--- config.mk ---
export PLATFORM = sky130hd
export DESIGN_NAME = dual_queue_scan_seq
export DESIGN_NICKNAME = d
export VERILOG_FILES = /design/src/rtl/scan_seq_pkg.sv /design/src/rtl/scan_interval_timer.sv /design/src/rtl/scan_queue_ctrl.sv /design/src/rtl/scan_conv_arbiter.sv /design/src/rtl/dual_queue_scan_seq.sv
export SDC_FILE = /design/constraint.sdc
export NUM_CORES = 1
export LEC_CHECK = 0
export ABC_AREA = 1
export BUFFER_PORTS_ARGS = -buffer_cell sky130_fd_sc_hd__buf_4
export CORE_ASPECT_RATIO = 1.1
export CORE_UTILIZATION = 59
export DETAILED_ROUTE_END_ITERATION = 10
export HOLD_SLACK_MARGIN = 0.06
export PLACE_DENSITY = 0.9
export SETUP_SLACK_MARGIN = 0.15
export SLEW_MARGIN = 10
export SYNTH_ARGS = -nofsm -noshare
export SYNTH_HDL_FRONTEND = slang
export SYNTH_SLANG_ARGS = --single-unit
export TNS_END_PERCENT = 30
--- constraint.sdc ---
create_clock -name clk_i -period 3.3 [get_ports clk_i]
set_clock_uncertainty 0.05 [all_clocks]
set_input_delay 0 -clock clk_i [delete_from_list [all_inputs] [get_ports clk_i]]
set_output_delay 0 -clock clk_i [all_outputs]
set_load 0.02 [all_outputs]
--- src/rtl/scan_seq_pkg.sv ---
package scan_seq_pkg;
  typedef enum logic [1:0] {
    QM_OFF      = 2'd0,
    QM_TIMER_SS = 2'd1,
    QM_EXT_CONT = 2'd2,
    QM_GATED    = 2'd3
  } qmode_e;
endpackage

--- src/rtl/scan_interval_timer.sv ---
module scan_interval_timer #(
  parameter int MIN_EXP = 7,
  parameter int MAX_EXP = 17,
  parameter int SEL_W   = 4
) (
  input  logic             clk_i,
  input  logic             rst_ni,
  input  logic             en_i,
  input  logic [SEL_W-1:0] sel_i,
  output logic             tick_o
);
  localparam int CNT_W   = MAX_EXP;
  localparam int MAX_SEL = MAX_EXP - MIN_EXP;

  logic [CNT_W-1:0] cnt_q, last;
  logic [CNT_W:0]   full;
  logic [SEL_W-1:0] sel_c;

  always_comb begin
    sel_c = (int'(sel_i) > MAX_SEL) ? SEL_W'(MAX_SEL) : sel_i;
    full  = (CNT_W+1)'(1) << (MIN_EXP + int'(sel_c));
    last  = CNT_W'(full - (CNT_W+1)'(1));
  end

  assign tick_o = en_i && (cnt_q == last);

  // idle timer is held at zero so the next arm restarts a full period
  always_ff @(posedge clk_i or negedge rst_ni) begin
    if (!rst_ni)               cnt_q <= '0;
    else if (!en_i || tick_o)  cnt_q <= '0;
    else                       cnt_q <= cnt_q + 1'b1;
  end

  AST_TICK_ISOLATED: assert property (@(posedge clk_i) disable iff (!rst_ni)
    tick_o |=> !tick_o);
  AST_NO_TICK_IDLE: assert property (@(posedge clk_i) disable iff (!rst_ni)
    !en_i |=> !tick_o);
endmodule

--- src/rtl/scan_queue_ctrl.sv ---
module scan_queue_ctrl
  import scan_seq_pkg::*;
#(
  parameter int IDX_W       = 4,
  parameter bit ALLOW_GATED = 1'b1
) (
  input  logic             clk_i,
  input  logic             rst_ni,
  input  logic [1:0]       mode_i,
  input  logic [IDX_W-1:0] base_i,
  input  logic             ss_set_i,
  input  logic             tick_i,
  input  logic             ext_trig_i,
  input  logic             gate_i,
  input  logic             cv_done_i,
  input  logic             cw_pause_i,
  input  logic             cw_eoq_i,
  input  logic             cmpl_clr_i,
  input  logic             ovr_clr_i,
  output logic             run_o,
  output logic [IDX_W-1:0] ptr_o,
  output logic             ss_en_o,
  output logic             tmr_user_o,
  output logic             cmpl_o,
  output logic             ovr_o
);
  qmode_e           mode_eff;
  logic             run_q, paused_q, ss_en_q, cmpl_q, ovr_q, ext_q;
  logic [IDX_W-1:0] ptr_q;
  logic             trig, eoq_ev;

  always_comb begin
    if (!ALLOW_GATED && mode_i == QM_GATED) mode_eff = QM_OFF;
    else                                    mode_eff = qmode_e'(mode_i);
  end

  always_comb begin
    unique case (mode_eff)
      QM_TIMER_SS: trig = tick_i && ss_en_q;
      QM_EXT_CONT: trig = ext_trig_i && !ext_q;
      QM_GATED:    trig = gate_i && !run_q;
      default:     trig = 1'b0;
    endcase
  end

  assign eoq_ev = cv_done_i && cw_eoq_i && (mode_eff != QM_OFF);

  always_ff @(posedge clk_i or negedge rst_ni) begin
    if (!rst_ni) begin
      run_q    <= 1'b0;
      paused_q <= 1'b0;
      ptr_q    <= '0;
      ext_q    <= 1'b0;
    end else begin
      ext_q <= ext_trig_i;
      if (mode_eff == QM_OFF) begin
        run_q    <= 1'b0;
        paused_q <= 1'b0;
      end else if (cv_done_i) begin
        ptr_q <= ptr_q + 1'b1;
        if (cw_eoq_i) begin
          run_q    <= 1'b0;
          paused_q <= 1'b0;
        end else if (cw_pause_i || (mode_eff == QM_GATED && !gate_i)) begin
          run_q    <= 1'b0;
          paused_q <= 1'b1;
        end
      end else if (trig && !run_q) begin
        run_q    <= 1'b1;
        paused_q <= 1'b0;
        if (!paused_q) ptr_q <= base_i;
      end
    end
  end

  always_ff @(posedge clk_i or negedge rst_ni) begin
    if (!rst_ni) begin
      ss_en_q <= 1'b0;
      cmpl_q  <= 1'b0;
      ovr_q   <= 1'b0;
    end else begin
      if (ss_set_i)                                 ss_en_q <= 1'b1;
      else if (eoq_ev && mode_eff == QM_TIMER_SS)   ss_en_q <= 1'b0;
      if (eoq_ev)          cmpl_q <= 1'b1;
      else if (cmpl_clr_i) cmpl_q <= 1'b0;
      if (trig && run_q)   ovr_q  <= 1'b1;
      else if (ovr_clr_i)  ovr_q  <= 1'b0;
    end
  end

  assign run_o      = run_q;
  assign ptr_o      = ptr_q;
  assign ss_en_o    = ss_en_q;
  assign tmr_user_o = (mode_eff == QM_TIMER_SS) && ss_en_q;
  assign cmpl_o     = cmpl_q;
  assign ovr_o      = ovr_q;

  AST_PAUSE_HALTS: assert property (@(posedge clk_i) disable iff (!rst_ni)
    (mode_eff != QM_OFF && cv_done_i && cw_pause_i) |=> !run_o);
  AST_SS_SELF_CLEAR: assert property (@(posedge clk_i) disable iff (!rst_ni)
    (eoq_ev && mode_eff == QM_TIMER_SS && !ss_set_i) |=> !ss_en_o);
  AST_OVR_ON_BUSY_TRIG: assert property (@(posedge clk_i) disable iff (!rst_ni)
    (trig && run_q) |=> ovr_o);
  AST_CMPL_ON_EOQ: assert property (@(posedge clk_i) disable iff (!rst_ni)
    eoq_ev |=> cmpl_o);
  AST_GATED_REJECT: assert property (@(posedge clk_i) disable iff (!rst_ni)
    (!ALLOW_GATED && mode_i == QM_GATED) |=> !run_o);
endmodule

--- src/rtl/scan_conv_arbiter.sv ---
module scan_conv_arbiter #(
  parameter int IDX_W = 4,
  parameter int NQ    = 2
) (
  input  logic                     clk_i,
  input  logic                     rst_ni,
  input  logic [NQ-1:0]            run_i,
  input  logic [NQ-1:0][IDX_W-1:0] ptr_i,
  input  logic                     conv_done_i,
  output logic                     conv_req_o,
  output logic [IDX_W-1:0]         conv_idx_o,
  output logic                     conv_q_o,
  output logic [NQ-1:0]            done_o
);
  logic             busy_q, owner_q, req_q;
  logic [IDX_W-1:0] idx_q;
  logic             grant0, grant1;

  assign grant0 = !busy_q && run_i[0];
  assign grant1 = !busy_q && !run_i[0] && run_i[1];

  always_ff @(posedge clk_i or negedge rst_ni) begin
    if (!rst_ni) begin
      busy_q  <= 1'b0;
      owner_q <= 1'b0;
      req_q   <= 1'b0;
      idx_q   <= '0;
    end else begin
      req_q <= 1'b0;
      if (conv_done_i) busy_q <= 1'b0;
      if (grant0) begin
        busy_q  <= 1'b1;
        req_q   <= 1'b1;
        idx_q   <= ptr_i[0];
        owner_q <= 1'b0;
      end else if (grant1) begin
        busy_q  <= 1'b1;
        req_q   <= 1'b1;
        idx_q   <= ptr_i[1];
        owner_q <= 1'b1;
      end
    end
  end

  assign conv_req_o = req_q;
  assign conv_idx_o = idx_q;
  assign conv_q_o   = owner_q;
  assign done_o[0]  = conv_done_i && busy_q && !owner_q;
  assign done_o[1]  = conv_done_i && busy_q && owner_q;

  AST_REQ_PULSE: assert property (@(posedge clk_i) disable iff (!rst_ni)
    conv_req_o |=> !conv_req_o);
  AST_ONE_OUTSTANDING: assert property (@(posedge clk_i) disable iff (!rst_ni)
    (busy_q && !conv_done_i) |=> !conv_req_o);
  AST_Q1_FIRST: assert property (@(posedge clk_i) disable iff (!rst_ni)
    (!busy_q && run_i[0]) |=> (conv_req_o && !conv_q_o));
endmodule

--- src/rtl/dual_queue_scan_seq.sv ---
module dual_queue_scan_seq #(
  parameter int IDX_W   = 4,
  parameter int MIN_EXP = 7,
  parameter int MAX_EXP = 17,
  parameter int SEL_W   = 4
) (
  input  logic             clk_i,
  input  logic             rst_ni,
  input  logic [1:0]       q1_mode_i,
  input  logic [1:0]       q2_mode_i,
  input  logic [IDX_W-1:0] q2_base_i,
  input  logic [SEL_W-1:0] tmr_sel_i,
  input  logic [1:0]       ss_set_i,
  input  logic [1:0]       ext_trig_i,
  input  logic             gate_i,
  output logic             conv_req_o,
  output logic [IDX_W-1:0] conv_idx_o,
  output logic             conv_q_o,
  input  logic             conv_done_i,
  input  logic             cw_pause_i,
  input  logic             cw_eoq_i,
  output logic [1:0]       ss_en_o,
  output logic [1:0]       cmpl_o,
  input  logic [1:0]       cmpl_clr_i,
  output logic [1:0]       ovr_o,
  input  logic [1:0]       ovr_clr_i
);
  localparam int NQ = 2;

  logic [NQ-1:0][1:0]       mode_a;
  logic [NQ-1:0][IDX_W-1:0] base_a, ptr_a;
  logic [NQ-1:0]            run_a, user_a, done_a;
  logic                     tick;

  assign mode_a[0] = q1_mode_i;
  assign mode_a[1] = q2_mode_i;
  assign base_a[0] = '0;
  assign base_a[1] = q2_base_i;

  scan_interval_timer #(.MIN_EXP(MIN_EXP), .MAX_EXP(MAX_EXP), .SEL_W(SEL_W)) u_tmr (
    .clk_i, .rst_ni, .en_i(|user_a), .sel_i(tmr_sel_i), .tick_o(tick)
  );

  for (genvar g = 0; g < NQ; g++) begin : g_q
    scan_queue_ctrl #(.IDX_W(IDX_W), .ALLOW_GATED(g == 0)) u_q (
      .clk_i, .rst_ni,
      .mode_i(mode_a[g]), .base_i(base_a[g]), .ss_set_i(ss_set_i[g]),
      .tick_i(tick), .ext_trig_i(ext_trig_i[g]), .gate_i(gate_i),
      .cv_done_i(done_a[g]), .cw_pause_i(cw_pause_i), .cw_eoq_i(cw_eoq_i),
      .cmpl_clr_i(cmpl_clr_i[g]), .ovr_clr_i(ovr_clr_i[g]),
      .run_o(run_a[g]), .ptr_o(ptr_a[g]), .ss_en_o(ss_en_o[g]),
      .tmr_user_o(user_a[g]), .cmpl_o(cmpl_o[g]), .ovr_o(ovr_o[g])
    );
  end

  scan_conv_arbiter #(.IDX_W(IDX_W), .NQ(NQ)) u_arb (
    .clk_i, .rst_ni, .run_i(run_a), .ptr_i(ptr_a), .conv_done_i,
    .conv_req_o, .conv_idx_o, .conv_q_o, .done_o(done_a)
  );
endmodule

==> key figures <==
Power
  • Total power: 1770 uW
  • Worst vdd rail ir drop: roughly 0.57 mV
  • Cell area power density: 501 nW/um^2
  • Pleak: 0.00176 uW

Timing
  • Final count of hold timing violations: 0
  • Slew HR: 0.636
  • Tcrit/Tclk final: 0.744
  • Maximum clock frequency: approximately 410 MHz
  • Final WS setup: 0.843 ns
  • Final min period: ~2.5 ns
  • RSZ-0062 raised after global routing: no
  • Setup TNS: 0 ns
  • # setup viols final: 0
  • Worst-margin pin slew: 0.546 ns
  • Slew Viols, Final: 0

Finish
  • Fill cells: 350
  • Share of cells above drive strength 1: 0.162
  • Final nets: 484
  • Fin cells: 506
  • Fin area: 3540 sq um
  • N_diodes: 0
  • Area Growth Syn to Fin: 20.9%

Yosys
  • Post-synth cell types: 37
  • Async set or reset register ratio after synthesis: 1.00
  • Syn avg cell area: 7.47 sq um
  • Most used flip-flop cell after synthesis: dfrtp_1
  • Synthesis Warnings: 0
  • Post-synthesis cell count: 392
  • Register area share after synthesis: 0.376
  • Synth Register Bits: 44
  • EDFF count, synth: 0
  • Synth Cell Area: roughly 2900 sq um

Floorplanning
  • Cell Rows: 26
  • Starting density of the core: 0.621
  • Chip Width: 69.2 um
  • Core area: approximately 4700 sq um
  • Die ar.: roughly 5200 sq um
  • Die Height: about 76 um
  • I/O pins: 38

Clocking
  • CTS resizes: 0
  • Worst-Skew Late Latency: 0.30 ns
  • CTS Sinks: 44
  • # hold bufs at CTS: 20
  • CTS Buffer Depth: 2
  • Clock Root Buffer: clkbuf_8
  • Reg clk slew, reported paths: about 0.080 ns
  • CTS tree: built
  • CTS buffer count: 5
  • CTS H-tree depth: 2
  • Post CTS Setup Buffer Count: 0

Route
  • Via count: 2779
  • DRT iter0 DRCs: about 170
  • Vias per inst: around 5.5
  • # DRC: 0
  • Routed Antenna Nets: 0
  • Wirelength, routed: between 6000 and 7000 um
  • DR pass1 iterations: 7
  • WL per Instance: 13.5 um

Place
  • Place WS: 0.775 ns
  • IO buf count: 37
  • Area after DPL: 3230 sq um
  • Post-DP HPWL: just under 5000 um
  • GP Congestion: 0.883
  • Dpl cells: between 400 and 500

Setup path
  • Maximum fanout along the worst path: 4
  • Crit path DAT: 2.59 ns
  • Crit end category: flip-flop
  • Kind of critical path: reg -> reg
  • Worst endpoint required time: 3.43 ns
  • Crit path launch type: flip-flop

Global routing
  • Global route overflow: 0
  • Largest net degree at the start of global routing: 45
  • Vias in the first global route: 2676
  • Total Routing Usage GR: 0.280
  • First-pass GRT wire length: 11700 um
  • Initial antenna violation count: 0

Status
  • Status: finished clean

Hold path
  • Hold crit path type: in -> reg

Job
  • Max Cap Viol: 0
-- flip-flops by register name, summed over array words and instances (netlist names), 2 cells and up --
name	count
g_q.u_q.cmpl_o	2
g_q.u_q.ext_q	2
g_q.u_q.ovr_o	2
g_q.u_q.paused_q	2
g_q.u_q.ptr_o	8
g_q.u_q.run_o	2
g_q.u_q.ss_en_o	2
u_arb.conv_idx_o	4
u_tmr.cnt_q	17
-- critical path: stages, from the launching register on --
cell	delay [ns]
dfrtp_1	0.41
ha_1	0.19
nand2_1	0.07
nor2_1	0.10
inv_1	0.06
nor2_1	0.12
nand2_1	0.06
inv_1	0.06
nand2_1	0.07
nor3_1	0.23
inv_1	0.11
nor3_2	0.19
nand2_1	0.12
nor3_1	0.20
nand2_1	0.09
xor2_1	0.14
nor2_1	0.06
-- cells in the mapped netlist, types with 3 or more instances --
master,count,area share
a21oi_1,3,0.0051
buf_4,6,0.015
dfrtp_1,44,0.38
ha_1,9,0.038
inv_1,52,0.067
inv_2,3,0.0038
nand2_1,98,0.13
nand2_2,6,0.013
nand2_4,3,0.012
nand3_1,43,0.074
nand3_2,3,0.010
nand4_1,12,0.026
nor2_1,35,0.045
nor2_2,5,0.011
nor3_1,8,0.014
nor3b_1,7,0.018
o21a_1,4,0.010
o21ai_0,14,0.024
xnor2_1,6,0.018
xor2_1,10,0.030
-- worst paths after layout --
path                                           from                  end  slack [ns]  cells past startpoint
worst min register to register  u_arb.conv_idx_o[2]  u_arb.conv_idx_o[2]        0.46                      1
max in group asynchronous                    rst_ni  g_q[0].u_q.ptr_o[1]        2.66                      2
worst max-delay path                 u_tmr.cnt_q[0]      u_tmr.cnt_q[16]        0.84                     16
worst max register to register       u_tmr.cnt_q[0]      u_tmr.cnt_q[16]        0.84                     16
min in group asynchronous                    rst_ni  g_q[1].u_q.paused_q        0.17                      2
worst min-delay path                   q1_mode_i[1]     g_q[0].u_q.ovr_o        0.13                      5
-- power by group --
group | internal (uW) | switching, uW | total, uW
Sequential | 642 | 98.6 | 741
Clock | 228 | 197 | 425
Combinational | 249 | 359 | 608
Total | 1120 | 654 | 1770
-- routing by layer --
layer | vias up | wire length [um] | track usage | share of wire
met3 | 18 | 277 | 0.0410 | 0.041
met1 | 1315 | 2790 | 0.320 | 0.41
met2 | 81 | 3610 | 0.537 | 0.53
met5 | - | 0 | 0 | 0
li1 | 1365 | - | - | -
met4 | 0 | 161 | 0.113 | 0.024
-- final cells by class --
| type | count | area [sq um] | area share |
|---|---|---|---|
| Clock buffer | 5 | 68.8 | 0.0194 |
| Tap cell | 56 | 70.1 | 0.0198 |
| Multi-Input combinational cell | 284 | 1560 | 0.440 |
| Clock inverter | 3 | 46.3 | 0.0131 |
| Inverter | 57 | 219 | 0.0618 |
| Timing Repair Buffer | 57 | 478 | 0.135 |
| Sequential cell | 44 | 1100 | 0.311 |
-- cell usage in the layout, fill, tap and decap left out, drive strengths merged --
| cell | synthesis | routed |
|---|---|---|
| nand2 | 107 | 107 |
| inv | 57 | 58 |
| nand3 | 46 | 46 |
| dfrtp | 44 | 44 |
| nor2 | 41 | 41 |
| buf | 7 | 37 |
| dlygate4sd3 | 0 | 20 |
| o21ai | 15 | 15 |
| nand4 | 13 | 13 |
| xor2 | 10 | 10 |
| ha | 9 | 9 |
| nor3 | 9 | 9 |
| nor3b | 7 | 7 |
| xnor2 | 6 | 6 |
| clkbuf | 1 | 5 |
| o21a | 4 | 4 |
| a21oi | 4 | 4 |
| nand3b | 3 | 3 |
| a31oi | 2 | 2 |
| a21o | 2 | 2 |
| conb | 1 | 2 |
| nor4 | 1 | 1 |
| a211oi | 1 | 1 |
| a41oi | 1 | 1 |
| o211ai | 1 | 1 |
| clkinvlp | 0 | 1 |
| bufinv | 0 | 1 |
-- kinds of logic after synthesis --
| logic type | after synthesis | synth area share |
|---|---|---|
| AO/OA/AOI/OAI | 30 | 0.0680 |
| XOR/XNOR | 16 | 0.0479 |
| adder cells (fa/ha/maj) | 9 | 0.0385 |
| buffers and inverters | 65 | 0.0932 |
| flip-flops | 44 | 0.376 |
| other | 1 | 0.00128 |
| AND/OR/NAND/NOR | 227 | 0.375 |
-- per-stage QoR --
stage | hold WS (ns) | util
2_1_floorplan | -0.346 | -
3_3_place_gp | -0.0267 | 0.684
3_5_place_dp | -0.0258 | 0.684
4_1_cts | 0.124 | 0.751
5_1_grt | 0.146 | 0.751
6_report | 0.128 | 0.751
(Power assumes the default switching activity.)
